File: src/rtl/adr_remap_pkg.sv
package adr_remap_pkg;
   // all-ones in the low `bits` positions of a W-bit word
   function automatic logic [63:0] low_ones(input int bits);
      logic [63:0] m;
      m = '0;
      for (int k = 0; k < 64; k++)
         if (k < bits) m[k] = 1'b1;
      return m;
   endfunction
endpackage

File: src/rtl/adr_remap_origin.sv
module adr_remap_origin
   import adr_remap_pkg::*;
#(
   parameter int          AW       = 32,
   parameter int          SHIFT    = 0,
   parameter bit          ENABLE   = 1'b1,
   parameter logic [AW-1:0] WIN_BASE = '0,
   parameter int          WIN_LOG2 = 19
) (
   input  logic [AW-1:0] a_in,
   output logic [AW-1:0] a_out
);
   localparam int              LOG_W  = WIN_LOG2 - SHIFT;
   localparam logic [AW-1:0]   BASE_W = WIN_BASE >> SHIFT;
   localparam logic [AW-1:0]   MASK_W = AW'(low_ones(LOG_W));

   generate
      if (ENABLE) begin : g_reloc
         if (LOG_W < 1 || LOG_W > AW) begin : g_bad
            $error("adr_remap_origin: window size out of range");
         end
         assign a_out = BASE_W + (a_in & MASK_W);

         always_comb begin
            // output must lie inside [base, base + window)
            AST_ORIGIN_WINDOW: assert ((a_out - BASE_W) <= MASK_W);
         end
      end else begin : g_bypass
         assign a_out = a_in;
      end
   endgenerate
endmodule

File: src/rtl/adr_remap_regions.sv
module adr_remap_regions
   import adr_remap_pkg::*;
#(
   parameter int                 AW        = 32,
   parameter int                 SHIFT     = 0,
   parameter bit                 ENABLE    = 1'b1,
   parameter int                 NREG      = 4,
   parameter logic [NREG*AW-1:0] SRC_BASE  = '0,
   parameter logic [NREG*AW-1:0] DST_BASE  = '0,
   parameter logic [NREG*8-1:0]  REG_LOG2  = '0
) (
   input  logic [AW-1:0] a_in,
   output logic [AW-1:0] a_out
);
   generate
      if (ENABLE) begin : g_table
         logic [NREG-1:0]         hit;
         logic [NREG-1:0]         win;
         logic [AW-1:0]           xlat [NREG];
         logic [AW-1:0]           dbase [NREG];
         logic [AW-1:0]           dmask [NREG];

         for (genvar i = 0; i < NREG; i++) begin : g_reg
            localparam int            L  = int'(REG_LOG2[i*8 +: 8]) - SHIFT;
            localparam logic [AW-1:0] M  = AW'(low_ones(L));
            localparam logic [AW-1:0] SB = SRC_BASE[i*AW +: AW] >> SHIFT;
            localparam logic [AW-1:0] DB = DST_BASE[i*AW +: AW] >> SHIFT;
            if (L < 0 || L > AW) begin : g_bad
               $error("adr_remap_regions: region size out of range");
            end
            assign hit[i]   = (((a_in ^ SB) & ~M) == '0);
            assign xlat[i]  = DB + (a_in & M);
            assign dbase[i] = DB;
            assign dmask[i] = M;
         end

         // lowest index wins
         always_comb begin
            logic seen;
            seen = 1'b0;
            win  = '0;
            for (int i = 0; i < NREG; i++) begin
               win[i] = hit[i] & ~seen;
               seen   = seen | hit[i];
            end
         end

         always_comb begin
            a_out = a_in;
            for (int i = NREG - 1; i >= 0; i--)
               if (hit[i]) a_out = xlat[i];
         end

         always_comb begin
            AST_ONE_WINNER: assert ($onehot0(win));
            AST_MISS_PASS: assert ((|hit) || (a_out == a_in));
            for (int i = 0; i < NREG; i++)
               if (win[i])
                  AST_REGION_OFFSET: assert ((a_out - dbase[i]) <= dmask[i]);
         end
      end else begin : g_bypass
         assign a_out = a_in;
      end
   endgenerate
endmodule

File: src/rtl/adr_remap.sv
module adr_remap #(
   parameter int                 AW        = 32,
   parameter int                 DW        = 32,
   parameter bit                 BYTE_ADDR = 1'b1,
   parameter bit                 WIN_EN    = 1'b1,
   parameter logic [AW-1:0]      WIN_BASE  = 32'h0001_0000,
   parameter int                 WIN_LOG2  = 19,
   parameter bit                 REG_EN    = 1'b1,
   parameter int                 NREG      = 4,
   parameter logic [NREG*AW-1:0] SRC_BASE  = {32'h0005_0000, 32'h0004_0000,
                                              32'h0001_0000, 32'h0001_0000},
   parameter logic [NREG*AW-1:0] DST_BASE  = {32'h3000_0000, 32'h2000_0000,
                                              32'h5000_0000, 32'h1000_0000},
   parameter logic [NREG*8-1:0]  REG_LOG2  = {8'd12, 8'd12, 8'd12, 8'd16}
) (
   input  logic [AW-1:0]   m_adr,
   input  logic [DW-1:0]   m_dat_w,
   output logic [DW-1:0]   m_dat_r,
   input  logic [DW/8-1:0] m_sel,
   input  logic            m_cyc,
   input  logic            m_stb,
   input  logic            m_we,
   input  logic [2:0]      m_cti,
   input  logic [1:0]      m_bte,
   output logic            m_ack,
   output logic            m_err,
   output logic [AW-1:0]   s_adr,
   output logic [DW-1:0]   s_dat_w,
   input  logic [DW-1:0]   s_dat_r,
   output logic [DW/8-1:0] s_sel,
   output logic            s_cyc,
   output logic            s_stb,
   output logic            s_we,
   output logic [2:0]      s_cti,
   output logic [1:0]      s_bte,
   input  logic            s_ack,
   input  logic            s_err
);
   localparam int SW    = DW / 8;
   localparam int SHIFT = BYTE_ADDR ? 0 : $clog2(SW);

   generate
      if (DW % 8 != 0 || (SW & (SW - 1)) != 0) begin : g_bad_dw
         $error("adr_remap: DW must be a power-of-two number of bytes");
      end
      if (NREG < 1) begin : g_bad_n
         $error("adr_remap: NREG must be at least 1");
      end
   endgenerate

   logic [AW-1:0] a_mid;

   adr_remap_origin #(
      .AW(AW), .SHIFT(SHIFT), .ENABLE(WIN_EN),
      .WIN_BASE(WIN_BASE), .WIN_LOG2(WIN_LOG2)
   ) u_origin (
      .a_in (m_adr),
      .a_out(a_mid)
   );

   adr_remap_regions #(
      .AW(AW), .SHIFT(SHIFT), .ENABLE(REG_EN), .NREG(NREG),
      .SRC_BASE(SRC_BASE), .DST_BASE(DST_BASE), .REG_LOG2(REG_LOG2)
   ) u_regions (
      .a_in (a_mid),
      .a_out(s_adr)
   );

   assign s_dat_w = m_dat_w;
   assign s_sel   = m_sel;
   assign s_cyc   = m_cyc;
   assign s_stb   = m_stb;
   assign s_we    = m_we;
   assign s_cti   = m_cti;
   assign s_bte   = m_bte;
   assign m_dat_r = s_dat_r;
   assign m_ack   = s_ack;
   assign m_err   = s_err;

   always_comb begin
      AST_STROBE_PASS: assert ((m_cyc & m_stb & m_we) == (s_cyc & s_stb & s_we));
   end
endmodule

File: config.mk
export PLATFORM = sky130hd
export DESIGN_NAME = adr_remap
export DESIGN_NICKNAME = d
export VERILOG_FILES = /design/src/rtl/adr_remap_pkg.sv /design/src/rtl/adr_remap_origin.sv /design/src/rtl/adr_remap_regions.sv /design/src/rtl/adr_remap.sv
export SDC_FILE = /design/constraint.sdc
export NUM_CORES = 1
export LEC_CHECK = 0
export ABC_CLOCK_PERIOD_IN_PS = 1000
export BUFFER_PORTS_ARGS = -buffer_cell sky130_fd_sc_hd__buf_2
export CAP_MARGIN = 15
export CORE_AREA = 2 2 86 88
export DETAILED_ROUTE_END_ITERATION = 10
export DIE_AREA = 0 0 88 90
export GPL_TIMING_DRIVEN = 0
export PLACE_DENSITY = 0.59
export SETUP_SLACK_MARGIN = 0.02
export SYNTH_ARGS = -nofsm -noshare
export SYNTH_HDL_FRONTEND = slang
export SYNTH_SLANG_ARGS = --single-unit
File: constraint.sdc
create_clock -name vclk -period 1
set_clock_uncertainty 0.1 [all_clocks]
set_input_delay 0 -clock vclk [all_inputs]
set_output_delay 0 -clock vclk [all_outputs]
set_load 0.1 [all_outputs]
==> summary.md <==
| Metric | Value |
|---|---|
| Status | `complete, but fails checks` |
| Failing checks | `negative setup slack` |
| Pre-CTS WS | `-570 ps` |
| N_diodes | `0` |
| Via count | `about 1000` |
| Worst setup endpoint | `s_adr[29]` |
| Initial core utilization | `between 10% and 20%` |
| Cell variety after synth | `18` |
| Area of the mapped netlist | `911 sq um` |
| # IOs | `220` |
| Die height | `90 microns` |
| Max VDD drop | `a little over 0.4 mV` |
| DRC viols | `0` |
| Synth area leader | `buf_4` |
| Startpoint Class | `input pin` |
| Setup Viol. Count Final | `4` |
| Worst Setup SP | `m_adr[14]` |
| Hold_sp | `m_adr[16]` |
| Drt wl/cell | `8.26 microns` |
| # clk buffers | `0` |
| Critical Path AT | `between 1000 and 1500 ps` |
| Number of DRC markers in iteration 0 | `3` |
| FF+latch count | `0` |
| Row cnt | `31` |
| Crit Path Max Fanout | `4` |
| Static Leakage | `1.08 nW` |
| Commonest non-fill, non-tap cell in the layout | `buf_4` |
| Grt total ovfl | `0` |
| Worst hold-check path type | `in2out` |
| Layout Nets | `356` |
| Area growth from synthesis to layout | `97.9%` |
| Die area | `approximately 7900 sq um` |
| Register area share after synthesis | `0%` |
| Post-route setup slack | `-333 ps` |
| Initial antenna violation count | `0` |
| Main area contributors after synthesis | `buf_4 82%, ha_1 4.1%, nor4_2 1.4%` |
| Crit path time final | `~1300 ps` |
| Syn Inst Count | `123` |
| Final Wtd Congestion | `0.655` |
| CTS Hold Bufs | `0` |
| Pwr/cell area | `1350 nW/um^2` |
| Post-DRT Antenna Nets | `0` |
| Final hold violations | `0` |
| Period utilization | `133%` |
| FMAX | `750 MHz` |
| Seq. cell area | `0 sq um` |
| Critical Path End Type | `primary output` |
| Share of layout cells above drive strength 1 | `between 90 and 100%` |
| Max-Cap Viols | `0` |
| Horiz. Die Dim | `88 microns` |
| Drt pass-1 iters | `2` |
| Core area | `7020 sq um` |
| Synth top area share | `82.4%` |
| Post-Route WL | `2810 microns` |
| Max Slew Vio Count | `0` |
| Post-synthesis area per instance | `roughly 7.4 sq um` |
| Setup Crit Path Kind | `in2out` |
| Worst path required time | `900 ps` |
| RSZ-0062 raised after global routing | `true` |
| Largest net degree at the start of global routing | `6` |
| Vias in the first global route | `882` |
| I/O Buffers | `~110` |
| Total track usage | `5.32%` |
| Via density | `2.99` |
| Most frequent cells in the layout | `103 x buf_4, 97 x buf_2, 10 x conb_1, 6 x buf_6` |
| Yosys warns | `0` |
| Global-route wire length before repair | `3610 microns` |
| Overall power | `2.44 mW` |
| Fillers | `about 750` |
[power breakdown]
group / internal [mW] / total, mW / switching [mW]
combinational: 0.490 / 2.44 / 1.95
clock: 0 / 0 / 0
sequential: 0 / 0 / 0
[worst min path at each step]
| stage | to | cells past startpoint |
|---|---|---|
| floorplan | s_adr[16] | 1 |
| global placement | s_dat_w[2] | 2 |
| detailed placement | m_dat_r[24] | 2 |
| CTS | s_dat_w[9] | 2 |
| global route | s_adr[16] | 3 |
| finish | s_adr[16] | 3 |
[synthesized netlist by cell type (all sizes together)]
cell type	instances
buf	100
and3	1
conb	1
nor2	2
nand2	1
xnor2	1
ha	3
a21oi	1
nor4	1
clkbuf	3
or4	1
nor3	1
o21ai	1
inv	2
dlygate4sd3	1
and3b	1
xor2	1
a21o	1
[cells by family after synthesis]
| kind of cell | count (synthesis) | synth area share (%) |
|---|---|---|
| and+or+nand+nor | 8 | 6.04 |
| adders and majority gates | 3 | 4.12 |
| other | 1 | 0.412 |
| buffers and inverters | 106 | 85.6 |
| xor gates and xnor gates | 2 | 1.92 |
| AOI/OAI and AO/OA | 3 | 1.92 |
[metal layers]
metal	GRT usage, %	vias up	share of wire (%)	routed length, microns
li1	-	500	-	-
met1	4.41	410	25	696
met2	12.9	106	60	1680
met3	0.275	0	15	435
met4	0	0	0	0
met5	0	-	0	0
[critical path: stages]
cell	delay, ps
buf_6	90
or4_4	580
buf_4	170
nor4_4	130
buf_6	260
[through the flow]
step / setup TNS, ps / instances / util (%) / cell area [sq um] / hold slack (ps)
after floorplan: -1250 / 132 / - / 1000 / -6.18
after global placement: -1850 / 338 / 23.6 / 1660 / 284
after detailed placement: -1850 / 338 / 23.6 / 1660 / 284
after CTS: -967 / 338 / 24.8 / 1740 / 284
after global routing: -1180 / 340 / 25.7 / 1800 / 215
final: -1060 / 340 / 25.7 / 1800 / 202
[what timing repair did]
item,in CTS,in global routing
setup endpoints to repair,5,4
gates resized for setup,21,11
buffers inserted,0,2
pin swaps,3,5
hold endpoints to repair,0,0
[layout make-up]
| cell class | count | area [sq um] | area share [%] |
|---|---|---|---|
| Tap cell | 99 | 124 | 6.87 |
| Buffer | 104 | 771 | 42.7 |
| Multi-Input combinational cell | 26 | 265 | 14.7 |
| Inverter | 2 | 7.51 | 0.416 |
| Timing Repair Buffer | 109 | 636 | 35.3 |
Note: power is estimated with default switching activity, not from simulation.
